### src/rtl/wbar_pkg.sv
package wbar_pkg;
  // Width of an index into n items, at least one bit.
  function automatic int idx_width(input int n);
    return (n <= 1) ? 1 : $clog2(n);
  endfunction

  // Width able to hold the value n itself.
  function automatic int cnt_width(input int n);
    return $clog2(n + 1);
  endfunction
endpackage

### src/rtl/wbar_popcount.sv
module wbar_popcount #(
  parameter int N     = 4,
  parameter int OUT_W = 3
) (
  input  logic [N-1:0]     vec,
  output logic [OUT_W-1:0] ones
);
  always_comb begin
    ones = '0;
    for (int i = 0; i < N; i++) begin
      ones = ones + OUT_W'(vec[i]);
    end
  end
endmodule

### src/rtl/wbar_mask_bank.sv
module wbar_mask_bank #(
  parameter int NUM_BARS  = 4,
  parameter int NUM_WARPS = 4,
  parameter int BAR_W     = 2
) (
  input  logic                 clk,
  input  logic                 rst,
  input  logic [BAR_W-1:0]     rd_idx,
  output logic [NUM_WARPS-1:0] rd_mask,
  input  logic                 wr_en,
  input  logic [BAR_W-1:0]     wr_idx,
  input  logic [NUM_WARPS-1:0] wr_mask
);
  logic [NUM_WARPS-1:0] mask_q [NUM_BARS];

  assign rd_mask = mask_q[rd_idx];

  always_ff @(posedge clk) begin
    if (rst) begin
      for (int b = 0; b < NUM_BARS; b++) mask_q[b] <= '0;
    end else if (wr_en) begin
      mask_q[wr_idx] <= wr_mask;
    end
  end

  generate
    for (genvar g = 0; g < NUM_BARS; g++) begin : g_chk
      // every barrier is empty after a reset cycle
      a_r5_reset_empties: assert property (@(posedge clk)
        $past(rst) |-> (mask_q[g] == '0));
      // an entry changes only when it is the written one
      a_r9_other_untouched: assert property (@(posedge clk) disable iff (rst)
        (!wr_en || wr_idx != BAR_W'(g)) |=> $stable(mask_q[g]));
    end
  endgenerate
endmodule

### src/rtl/wbar_arrive_eval.sv
module wbar_arrive_eval #(
  parameter int NUM_WARPS = 4,
  parameter int WID_W     = 2,
  parameter int CNT_W     = 3
) (
  input  logic [NUM_WARPS-1:0] cur_mask,
  input  logic [WID_W-1:0]     warp,
  input  logic [CNT_W-1:0]     need,
  output logic [NUM_WARPS-1:0] merged,
  output logic                 complete
);
  logic [CNT_W-1:0] present;

  assign merged = cur_mask | (NUM_WARPS'(1) << warp);

  wbar_popcount #(.N(NUM_WARPS), .OUT_W(CNT_W)) u_pop (
    .vec  (merged),
    .ones (present)
  );

  assign complete = (present >= need);
endmodule

### src/rtl/warp_rendezvous.sv
module warp_rendezvous #(
  parameter int NUM_WARPS = 4,
  parameter int NUM_BARS  = 4,
  parameter int WID_W     = wbar_pkg::idx_width(NUM_WARPS),
  parameter int BAR_W     = wbar_pkg::idx_width(NUM_BARS),
  parameter int CNT_W     = wbar_pkg::cnt_width(NUM_WARPS)
) (
  input  logic                 clk,
  input  logic                 rst,
  input  logic                 arr_valid,
  input  logic [BAR_W-1:0]     arr_bar,
  input  logic [CNT_W-1:0]     arr_count,
  input  logic [WID_W-1:0]     arr_warp,
  output logic                 rsp_valid,
  output logic                 rsp_suspend,
  output logic [NUM_WARPS-1:0] rsp_release
);
  logic [NUM_WARPS-1:0] cur_mask;
  logic [NUM_WARPS-1:0] merged;
  logic                 complete;
  logic [NUM_WARPS-1:0] next_store;

  wbar_mask_bank #(.NUM_BARS(NUM_BARS), .NUM_WARPS(NUM_WARPS), .BAR_W(BAR_W)) u_bank (
    .clk     (clk),
    .rst     (rst),
    .rd_idx  (arr_bar),
    .rd_mask (cur_mask),
    .wr_en   (arr_valid),
    .wr_idx  (arr_bar),
    .wr_mask (next_store)
  );

  wbar_arrive_eval #(.NUM_WARPS(NUM_WARPS), .WID_W(WID_W), .CNT_W(CNT_W)) u_eval (
    .cur_mask (cur_mask),
    .warp     (arr_warp),
    .need     (arr_count),
    .merged   (merged),
    .complete (complete)
  );

  assign next_store = complete ? '0 : merged;

  always_ff @(posedge clk) begin
    if (rst) begin
      rsp_valid   <= 1'b0;
      rsp_suspend <= 1'b0;
      rsp_release <= '0;
    end else begin
      rsp_valid   <= arr_valid;
      rsp_suspend <= arr_valid && !complete;
      rsp_release <= (arr_valid && complete) ? merged : '0;
    end
  end

  // a parked warp never comes with a release
  a_r2_suspend_no_release: assert property (@(posedge clk) disable iff (rst)
    rsp_suspend |-> (rsp_release == '0));
  // a completion always wakes the warp that completed it
  a_r3_release_has_arriver: assert property (@(posedge clk) disable iff (rst)
    (rsp_valid && !rsp_suspend) |-> rsp_release[$past(arr_warp)]);
  // a count of zero or one never parks
  a_r7_low_count_free: assert property (@(posedge clk) disable iff (rst)
    (arr_valid && arr_count <= CNT_W'(1)) |=> !rsp_suspend);
  // outputs are quiet after a cycle with no arrival
  a_r8_idle_quiet: assert property (@(posedge clk) disable iff (rst)
    !arr_valid |=> (!rsp_valid && !rsp_suspend && rsp_release == '0));
  // every arrival gets a response on the next cycle
  a_r8_one_cycle: assert property (@(posedge clk) disable iff (rst)
    arr_valid |=> rsp_valid);
endmodule

### config.mk
export PLATFORM = sky130hd
export DESIGN_NAME = warp_rendezvous
export DESIGN_NICKNAME = d
export VERILOG_FILES = /design/src/rtl/wbar_pkg.sv /design/src/rtl/wbar_popcount.sv /design/src/rtl/wbar_mask_bank.sv /design/src/rtl/wbar_arrive_eval.sv /design/src/rtl/warp_rendezvous.sv
export SDC_FILE = /design/constraint.sdc
export NUM_CORES = 1
export LEC_CHECK = 0
export ABC_AREA = 1
export BUFFER_PORTS_ARGS = -buffer_cell sky130_fd_sc_hd__buf_2
export CAP_MARGIN = 20
export CORE_ASPECT_RATIO = 1.1
export CORE_UTILIZATION = 33
export CTS_BUF_LIST = sky130_fd_sc_hd__clkbuf_16
export CTS_CLUSTER_SIZE = 20
export DETAILED_ROUTE_END_ITERATION = 10
export HOLD_SLACK_MARGIN = 0.03
export MAX_ROUTING_LAYER = met4
export PLACE_DENSITY = 0.6
export SETUP_SLACK_MARGIN = 0.1
export SYNTH_ARGS = -nofsm -noshare
export SYNTH_HDL_FRONTEND = slang
export SYNTH_SLANG_ARGS = --single-unit
### constraint.sdc
create_clock -name clk -period 4.32 [get_ports clk]
set_input_delay 0.432 -clock clk [delete_from_list [all_inputs] [get_ports clk]]
set_output_delay 0.432 -clock clk [all_outputs]
set_load 0.05 [all_outputs]
* Word level (Yosys, flattened, before mapping) *
Memory sizes are Yosys's and may differ from the RTL's.
Index checks and enable logic that the tools add are counted.

storage, ports and cells
  bits in registers = 6
  bits in latches = 0
  memory bits (writable) = 16
  memory bits (read-only) = 0
  output and inout bits = 6
  memories = 1

operators by class
  add/sub/neg operators = 3
  multipliers = 0
  divide/modulo/power cells = 0
  order comparisons = 1
  equal/unequal tests = 0
  shifts and indexed selects = 1
  mux-type cells = 9
  bitwise operators = 2
  reductions and logical operators = 5

memory list
  name           words  width  rd ports  clocked after memory_dff  write ports  line                  RTL
  u_bank.mask_q  4      4      1         0                         4            wbar_mask_bank.sv:14  logic [NUM_WARPS-1:0] mask_q [NUM_BARS];

operators with widths
  cell                                             number
  two-way mux 4 bit                                2
  two-way mux 1 bit                                6
  OR 4 bit                                         1
  OR reduction 4 bit                               1
  left shift 1 x 2 -> 4 bit, first input constant  1
  adder 2 x 1 -> 3 bit                             1
  adder 3 x 1 -> 3 bit                             1
  >= comparator 3 bit                              1
  adder 1 x 1 -> 2 bit                             1
  logical AND 1 bit                                2
  two-way mux 2 bit                                1
  OR reduction 2 bit                               1
  logical NOT 1 bit                                1
  NOT 1 bit                                        1

* Longest topological paths before layout *
Gate-level depths: netlist (run 1).

  depth in word-level cells = 9
  depth in mapped cells = 18
  depth with buffers taken out = 18

* Modules after synthesis *
A second synthesis (run 1) with hierarchy kept.

second synthesis, totals
  cells, all modules = 147
  area total of the unflattened synthesis = 1,193.6 um2

modules (own cells, without submodules)
  module            instances  cells each  area each (um2)
  wbar_mask_bank    1          97          820.8
  warp_rendezvous   1          23          191.4
  wbar_arrive_eval  1          19          117.6
  wbar_popcount     1          8           63.8

* Worst setup path before layout (run 1) *
Ideal clock, no wire load.

  path kind = input to register
  start = input arr_bar[1]
  end = memory u_bank.mask_q[1][2] (data pin)
  setup time = 257 ps
  arrival = 2,577 ps
  path slack = 1,486 ps
  stages = 18
  path buffers = 1
  cells stage by stage = buf_6 -> inv_2 -> nor2_2 -> nand2_1 -> nand3_2 -> inv_2 -> fa_1 -> inv_1 -> ha_1 -> ha_1 -> ha_1 -> nand2_1 -> inv_1 -> nand2_1 -> nand2_1 -> nor2_4 -> nand2_2 -> nor2_1

RTL lines
  what             line                   RTL
  start, declared  warp_rendezvous.sv:11  input logic [BAR_W-1:0] arr_bar,
  end, declared    wbar_mask_bank.sv:14

==> results.json, run 1 <==
{
  "status": "completed",
  "root_buffer": "clkbuf_16",
  "startpoint_type": "input pin",
  "grt_usage_pct": 12.6,
  "synthesis.area_sq_um": 1180,
  "r2r_cells": 17,
  "path_buf_inv": 5,
  "hp-start": "arr_valid",
  "slew_viol_final": 0,
  "synth_top_family_by_area": "simple AND/OR/NAND/NOR gates",
  "crit_path_end_kind": "flip-flop",
  "via_per_inst": 4.31,
  "grt_overflow": 0,
  "core-area_sq_um": 3390,
  "dieHeight_um": 64.8,
  "leakage_uw": 0.000703,
  "cts.path.max_buffers": 2,
  "cts_tree": "done",
  "slowest_stage": "fa_1",
  "power.density_nw_per_um2": 403,
  "path_class": "in2reg",
  "cp-startpoint": "arr_bar[0]",
  "worstPathArrival_ps": 3040,
  "numClockSinks": 22,
  "fp-row-count": 22,
  "path_delay_family": "adder cells",
  "cts_buffers": 3,
  "ant_nets": 0,
  "path_cells": "buf_2 -> inv_2 -> nand2_1 -> nand3_1 -> nand3_2 -> inv_2 -> fa_1 -> inv_1 -> ha_1 -> ha_1 -> ha_1 -> nand2_1 -> inv_1 -> nand2_1 -> nand2_1 -> nor2_4 -> nand2_2 -> nor2_1",
  "rr_endpoint": "u_bank.mask_q[0][3]",
  "totalWireLength_um": 2120,
  "h-tree-depth": 1,
  "wl_per_cell_um": 10.6,
  "r2r_slack_ps": 1560,
  "synthXorXnorAreaFrac_pct": 0,
  "path_common_cell": "nand2_1",
  "hp-class": "in2reg",
  "fill_cells": 347,
  "nets": 169,
  "grt_pass1_wl_um": 3400,
  "synth-compound-area-share_pct": 0.845,
  "grt_max_degree": 14,
  "finalCriticalPeriod_ps": 2920,
  "cts.clk_slew.worst_paths_ps": 60,
  "synth_simple_gate_area_share_pct": 28.5,
  "hold_path_depth": 3,
  "cts_setup_buffers": 0,
  "slew_headroom_pct": 62.8,
  "clock.fmax_mhz": 342,
  "io_pins": 16,
  "avgSynthCellArea_sq_um": 8.78,
  "worst_path_largest_cell_delay_ps": 540,
  "area_delta_synth_final_pct": 16.2,
  "cts_resized": 0,
  "ys_ff_latch": 22,
  "place_hpwl_um": 1680,
  "required_ps": 4430,
  "dieArea_sq_um": 3830,
  "vias": 862,
  "register_area_sq_um": 601,
  "antenna_found_initial": 0,
  "gp_congestion": 0.859,
  "min_to": "rsp_valid",
  "yosysWarningCount": 0,
  "grt_pass1_vias": 831,
  "ir_worst_vdd_mv": 0.239,
  "r2r-start": "u_bank.mask_q[1][0]",
  "clock_latency_ps": 250,
  "multi_input_area_sq_um": 430,
  "min_period_over_period_pct": 67.7,
  "synth-seq-area-share_pct": 50.7,
  "port_buffers": 15,
  "synth_fp_nets": 151,
  "clock_skew_ps": 2.58,
  "dieWidth_um": 59.1,
  "drive_above_1_share_pct": 25.0,
  "finalHoldViolCount": 0,
  "maxCapViolCount": 0,
  "synthAdderAreaFrac_pct": 6.97,
  "finalSetupViolCount": 0,
  "cp_max_fo": 13,
  "synthCells": 135,
  "placed_cell_area_sq_um": 1300,
  "worst_pin_slew_ps": 552,
  "cts_hold_buf": 0,
  "antennaDiodeCount": 0,
  "synth_mux_area_share_pct": 0,
  "design_area_sq_um": 1380,
  "first_iter_violations": 18,
  "drcViolationCount": 0,
  "timing.hold.ws_ps": 554,
  "rsz0062_at_grt": "false",
  "dr.pass1.iters": 4,
  "ys_types": 17,
  "final.setup.tns_ps": 0,
  "initial_core_util_pct": 35.0
}
where the power goes:
| part | switching, uW | internal (uW) | total [uW] |
|---|---|---|---|
| combinational | 80.8 | 35.7 | 117 |
| sequential | 4.44 | 242 | 247 |
| clock | 68.6 | 123 | 192 |
placed cells by master (no fill, tap or decap), drive strengths merged, types with 3 or more instances in the layout:
| cell type | instances |
|---|---|
| clkbuf | 3 |
| buf | 15 |
| inv | 35 |
| dfxtp | 6 |
| nand2 | 34 |
| nor2 | 22 |
| edfxtp | 16 |
| nand3 | 12 |
| ha | 5 |
area by class of cell:
type                            count  area share (%)
Inverter                           35            9.55
Clock buffer                        3            5.45
Multi-Input combinational cell     76            31.3
Tap cell                           48            4.36
Sequential cell                    22            43.6
Timing Repair Buffer               15            5.45
Clock inverter                      1           0.273
through the flow:
step | std cells | utilization, % | worst slack [ps] | power, uW
final | 200 | 40.7 | 1400 | 555
after global routing | 200 | 40.7 | 1140 | 582
after CTS | 200 | 40.7 | 1370 | 560
after detailed placement | 196 | 38.3 | 1110 | 369
after global placement | 196 | 38.3 | 1200 | 364
after floorplan | 135 | - | 1490 | 341
worst max-delay path by stage:
stage / endpoint / slack (ps) / cells after the start
floorplan: u_bank.mask_q[1][2] / 1490 / 18
global placement: u_bank.mask_q[2][2] / 1200 / 18
detailed placement: u_bank.mask_q[1][3] / 1110 / 18
CTS: u_bank.mask_q[0][3] / 1370 / 18
global route: u_bank.mask_q[1][3] / 1140 / 18
finish: u_bank.mask_q[0][3] / 1400 / 18
Yosys cell counts:
master    number  area share (%)
inv_2          6             1.9
fa_1           1             1.7
nand3_2        7             5.9
nor2_2         1            0.53
nor2_1        20             6.3
nand3_4        1             1.5
buf_6          2             1.9
a21oi_1        1            0.42
edfxtp_1      16              41
nand2_1       30             9.5
nand3_1        4             1.7
dfxtp_1        6              10
nand2_2        4             2.1
nor2_4         1            0.95
inv_1         29             9.2
ha_1           5             5.3
o21ai_0        1            0.42
tightest hold or removal path: stages:
cell and delay, ps:
buf_2 90, nand2_1 140, inv_1 110
flip-flops by register name, summed over array words and instances (netlist names):
signal         flops
u_bank.mask_q     16
rsp_valid          1
rsp_release        4
rsp_suspend        1
cell families after synthesis:
kind of cell | Yosys count
and+or+nand+nor | 68
buffers and inverters | 37
DFF | 22
adders and majority gates | 6
AOI/OAI and AO/OA | 2
routing by layer:
layer	wire length, um	vias up	share of wire (%)	global-route usage, %
met4	58	0	2.7	8.33
met5	0	-	0	-
met2	1060	25	50	21.0
met1	926	393	44	13.8
met3	81	5	3.8	1.60
li1	-	439	-	-
Power figures use the tool's default switching activity.
==> run 2: changes to the inputs <==
--- a/config.mk
+++ b/config.mk
@@ -5,7 +5,7 @@
 export SDC_FILE = /design/constraint.sdc
 export NUM_CORES = 1
 export LEC_CHECK = 0
-export ABC_AREA = 1
+export ABC_AREA = 0
 export BUFFER_PORTS_ARGS = -buffer_cell sky130_fd_sc_hd__buf_2
 export CAP_MARGIN = 20
 export CORE_ASPECT_RATIO = 1.1
==> constraint.sdc (replaced) <==
create_clock -name clk -period 2.93 [get_ports clk]
set_input_delay 0.293 -clock clk [delete_from_list [all_inputs] [get_ports clk]]
set_output_delay 0.293 -clock clk [all_outputs]
set_load 0.05 [all_outputs]
==> results.json, run 2 <==
{
  "synth_most_common_cell": "nor2_1",
  "register_area_sq_um": 601,
  "synth_fp_nets": 114,
  "synthTopCellsByArea": "edfxtp_1 (44%), dfxtp_1 (11%), nor2_1 (7.3%)",
  "avgSynthCellArea_sq_um": 11.0,
  "leakage_uw": 0.000664,
  "crit_path_end_kind": "flip-flop",
  "finalCriticalPeriod_ps": 3080,
  "clock.fmax_mhz": 325,
  "path_class": "reg2reg",
  "ir_worst_vdd_mv": 0.432,
  "wl_per_cell_um": 13.4,
  "rsz0062_at_grt": "true",
  "largest_reg_flops": 16,
  "cts.path.max_buffers": 2,
  "r2r_cells": 12,
  "seq_power_share_pct": 38.2,
  "grt_max_degree": 14,
  "clock_latency_ps": 250,
  "synth-seq-area-share_pct": 55.6,
  "grt_overflow": 0,
  "maxCapViolCount": 0,
  "top_regs": "u_bank.mask_q (16), rsp_release (4)",
  "p_int_uw": 708,
  "numClockSinks": 22,
  "path_buf_inv": 1,
  "dr.pass1.iters": 4,
  "pwr-share-comb_pct": 26.3,
  "finalHoldViolCount": 0,
  "fp-row-count": 21,
  "first_iter_violations": 41,
  "design_area_sq_um": 1490,
  "yosysTopAreaCellShare_pct": 44.4,
  "grt_usage_pct": 15.1,
  "core-area_sq_um": 3070,
  "synth_top_flop_cell": "edfxtp_1",
  "power.density_nw_per_um2": 648,
  "power_uw": 964,
  "finalSetupViolCount": 16,
  "path_cells": "mux2_4 -> or3_4 -> o31ai_4 -> fa_1 -> inv_2 -> ha_4 -> ha_4 -> ha_4 -> a21oi_2 -> o21ai_2 -> or4_4 -> nor2_2",
  "slew_viol_final": 0,
  "worstPathArrival_ps": 3190,
  "layout_common_cells": "edfxtp_1 (16), nor2_1 (15), buf_2 (15), buf_4 (13), nand2_1 (7)",
  "dieArea_sq_um": 3510,
  "hp-class": "in2reg",
  "dieWidth_um": 56.6,
  "critical_path_cell_count": 12,
  "gp_congestion": 0.887,
  "fin_ws_ps": -151,
  "via_per_inst": 4.90,
  "placed_cell_area_sq_um": 1340,
  "initial_core_util_pct": 35.2,
  "ant_nets": 0,
  "worst_path_largest_cell_delay_ps": 540,
  "min_period_over_period_pct": 105,
  "slew_headroom_pct": 70.1,
  "multi_input_area_sq_um": 534,
  "antennaDiodeCount": 0,
  "grt_pass1_vias": 806,
  "violations": "negative setup slack",
  "antenna_found_initial": 0,
  "synthesis.area_sq_um": 1080,
  "hold_path_depth": 3,
  "place_hpwl_um": 1710,
  "ys_ff_latch": 22,
  "port_buffers": 15,
  "final.setup.tns_ps": -1550,
  "ys_types": 22,
  "slowest_stage": "or4_4",
  "synth_common_cells": "nor2_1 (21), edfxtp_1 (16), inv_1 (9)",
  "cts_tree": "done",
  "root_buffer": "clkbuf_16",
  "required_ps": 3040,
  "io_pins": 16,
  "path_delay_family": "simple AND/OR/NAND/NOR gates",
  "clock_skew_ps": 3.12,
  "h-tree-depth": 1,
  "vias": 794,
  "status": "complete, but fails checks",
  "drive_above_1_share_pct": 46.9,
  "area_delta_synth_final_pct": 37.6,
  "nets": 145,
  "cp_max_fo": 5,
  "grt_pass1_wl_um": 3710,
  "synth_edf_count": 16,
  "final_common_cell": "edfxtp_1",
  "yosysTopAreaCell": "edfxtp_1",
  "top_register": "u_bank.mask_q",
  "p_sw_uw": 256,
  "cts_hold_buf": 0,
  "startpoint_type": "flip-flop",
  "ys_async_sr_fraction_pct": 0,
  "fill_cells": 280,
  "worst_pin_slew_ps": 448,
  "synthCells": 98,
  "dieHeight_um": 62.0,
  "path_common_cell": "ha_4",
  "p_sw_share_pct": 26.5,
  "yosysWarningCount": 0,
  "cts_buffers": 3,
  "drcViolationCount": 0,
  "cts.clk_slew.worst_paths_ps": 60,
  "clockPowerShare_pct": 35.6,
  "totalWireLength_um": 2180
}
==> run 2: changes by cell type after synthesis, moves of 2 or more <==
cell and delta:
inv_2 -5, o21bai_1 +2, inv_1 -20, mux2i_1 +6
nand3_2 -7, mux2_2 +2, nand2_1 -23, a31o_2 +2
nand2_2 -4, nand3_1 +2, nand2b_1 +4, or4_4 +3
==> run 2: logic make-up after synthesis <==
group	count (synthesis)	synth area share (%)
AO/OA/AOI/OAI	7	5.09
buffers and inverters	12	4.98
AND/OR/NAND/NOR	43	19.1
multiplexers	8	7.64
adder cells (fa/ha/maj)	6	7.64
flip-flops	22	55.6
==> run 2: worst min-delay path: stages <==
cell and delay, ps:
buf_2 120, nand2b_1 100, inv_1 130
==> run 2: worst paths after layout <==
path                                           from                   to  slack [ps]
worst min register to register  u_bank.mask_q[1][2]       rsp_release[2]         830
worst max register to register  u_bank.mask_q[3][0]  u_bank.mask_q[1][3]        -150
worst max-delay path            u_bank.mask_q[3][0]  u_bank.mask_q[1][3]        -150
worst min-delay path                      arr_valid            rsp_valid         430
==> run 2: final cells by class <==
type	instances	area share, %
timing repair buffer	28	11.6
inverter	10	2.52
tap	34	2.86
multi-input combinational	64	35.9
clock buffer	4	6.73
sequential	22	40.4
==> run 2: timing repair <==
item | in CTS | in global routing
setup endpoints to repair | 17 | 19
resized for setup | 7 | 3
setup buffers | 1 | 0
pin swaps | 2 | 1
cloned | 0 | 0
==> run 2: stage by stage <==
stage	hold WS [ps]	setup WS (ps)	util (%)	std cells
5_1_grt	487	-229	48.4	162
6_report	429	-151	48.4	162
3_3_place_gp	642	-220	43.7	157
3_5_place_dp	655	-261	43.7	157
4_1_cts	416	-164	48.1	162
2_1_floorplan	484	-21.4	-	98
==> run 2: power groups by stage <==
stage | logic, uW | clock network, uW | registers [uW]
after floorplan | 143 | 0 | 402
after global placement | 232 | 0 | 374
after detailed placement | 237 | 0 | 375
after CTS | 256 | 346 | 368
after global routing | 285 | 360 | 370
final | 253 | 343 | 368
==> run 2: layer usage <==
| metal | GRT usage, % | vias to the layer above | wire length (um) |
|---|---|---|---|
| li1 | - | 395 | - |
| met1 | 17.6 | 365 | 939 |
| met2 | 24.5 | 26 | 1050 |
| met3 | 3.31 | 8 | 108 |
| met4 | 8.71 | 0 | 74 |
| met5 | - | - | 0 |
==> run 3: changes to the inputs <==
--- a/config.mk
+++ b/config.mk
@@ -16,6 +16,7 @@
 export HOLD_SLACK_MARGIN = 0.03
 export MAX_ROUTING_LAYER = met4
 export PLACE_DENSITY = 0.6
+export RECOVER_POWER = 100
 export SETUP_SLACK_MARGIN = 0.1
 export SYNTH_ARGS = -nofsm -noshare
 export SYNTH_HDL_FRONTEND = slang
==> results.json, run 3 (synthesis results as in run 2) <==
{
  "totalWireLength_um": 2180,
  "required_ps": 3040,
  "slew_headroom_pct": 70.0,
  "crit_path_end_kind": "flip-flop",
  "grt_usage_pct": 15.1,
  "antennaDiodeCount": 0,
  "grt_pass1_wl_um": 3710,
  "slew_viol_final": 0,
  "top_register": "u_bank.mask_q",
  "slowest_stage": "or4_4",
  "worst_path_largest_cell_delay_ps": 540,
  "antenna_found_initial": 0,
  "final.setup.tns_ps": -1550,
  "layout_common_cells": "edfxtp_1 (16), nor2_1 (15), buf_2 (14), buf_4 (13), nand2_1 (7)",
  "worstPathArrival_ps": 3190,
  "worst_pin_slew_ps": 448,
  "rsz0062_at_grt": "true",
  "h-tree-depth": 1,
  "violations": "negative setup slack",
  "status": "complete, but fails checks",
  "wl_per_cell_um": 13.5,
  "hold_path_depth": 3,
  "via_per_inst": 4.91,
  "io_pins": 16,
  "finalCriticalPeriod_ps": 3080,
  "dr.pass1.iters": 4,
  "top_regs": "u_bank.mask_q (16), rsp_release (4)",
  "core-area_sq_um": 3070,
  "min_period_over_period_pct": 105,
  "clock.fmax_mhz": 325,
  "ant_nets": 0,
  "dp_cells": 157,
  "hp-class": "in2reg",
  "dieWidth_um": 56.6,
  "grt_pass1_vias": 806,
  "leakage_uw": 0.000661,
  "startpoint_type": "flip-flop",
  "dieHeight_um": 62.0,
  "cts.path.max_buffers": 2,
  "largest_reg_flops": 16,
  "dieArea_sq_um": 3510,
  "gp_congestion": 0.887,
  "power_uw": 963,
  "maxCapViolCount": 0,
  "numClockSinks": 22,
  "critical_path_cell_count": 12,
  "initial_core_util_pct": 35.2,
  "clock_latency_ps": 250,
  "path_common_cell": "ha_4",
  "path_class": "reg2reg",
  "finalHoldViolCount": 0,
  "area_delta_synth_final_pct": 37.5,
  "grt_max_degree": 14,
  "final_common_cell": "edfxtp_1",
  "first_iter_violations": 42,
  "place_hpwl_um": 1710,
  "ir_worst_vdd_mv": 0.432,
  "finalSetupViolCount": 16,
  "fp-row-count": 21,
  "cts.clk_slew.worst_paths_ps": 60,
  "cts_buffers": 3,
  "drive_above_1_share_pct": 45.3,
  "fin_ws_ps": -151,
  "cts_tree": "done",
  "vias": 796,
  "timing.hold.ws_ps": 428,
  "path_cells": "mux2_4 -> or3_4 -> o31ai_4 -> fa_1 -> inv_2 -> ha_4 -> ha_4 -> ha_4 -> a21oi_2 -> o21ai_2 -> or4_4 -> nor2_2",
  "root_buffer": "clkbuf_16",
  "r2r_cells": 12,
  "nets": 145,
  "grt_overflow": 0,
  "path_delay_family": "simple AND/OR/NAND/NOR gates",
  "power.density_nw_per_um2": 648,
  "stdcell_count": 162,
  "drcViolationCount": 0,
  "clock_skew_ps": 3.33,
  "cp_max_fo": 5,
  "port_buffers": 15,
  "path_buf_inv": 1
}
## run 3: final timing paths
| path | from | to | slack [ps] |
|---|---|---|---|
| max | u_bank.mask_q[3][0] | u_bank.mask_q[1][3] | -150 |
| min | arr_valid | rsp_valid | 430 |
| max reg2reg | u_bank.mask_q[3][0] | u_bank.mask_q[1][3] | -150 |
| min reg2reg | u_bank.mask_q[1][2] | rsp_release[2] | 830 |
## run 3: repair_timing
action,4_1_cts,5_1_grt
hold buffers,0,0
gates resized for setup,7,3
endpoints found under the setup margin,17,19
pin swaps,2,1
buffers inserted,1,0
## run 3: final cells by class
cell class	count	area [sq um]
inverter	10	37.5
clock buffer	4	100
tap	34	42.5
timing repair buffer	28	171
fill	281	1590
sequential	22	601
multi-input combinational	64	534
## run 3: power breakdown
part           internal (uW)  total, uW  leakage (uW)  switching (uW)
clock network            237        342     0.0000493             106
logic                    110        253      0.000395             143
registers                362        368      0.000217            6.28
## run 3: per-stage QoR
step	util, %	cell area (sq um)	worst slack, ps
floorplan	-	1150	-21.4
global placement	43.7	1340	-220
detailed placement	43.7	1340	-261
CTS	48.1	1480	-164
global route	48.4	1490	-229
finish	48.4	1490	-151
## run 3: worst min-delay path, cell delays in order
cell and delay, ps:
buf_2 120, nand2b_1 100, inv_1 130
## run 3: per-layer routing
metal  vias up  global-route usage, %  wire length [um]
met1       368                   17.6               923
met5         -                      -                 0
li1        394                      -                 -
met2        26                   24.5              1080
met3         8                   3.31               109
met4         0                   8.71                74
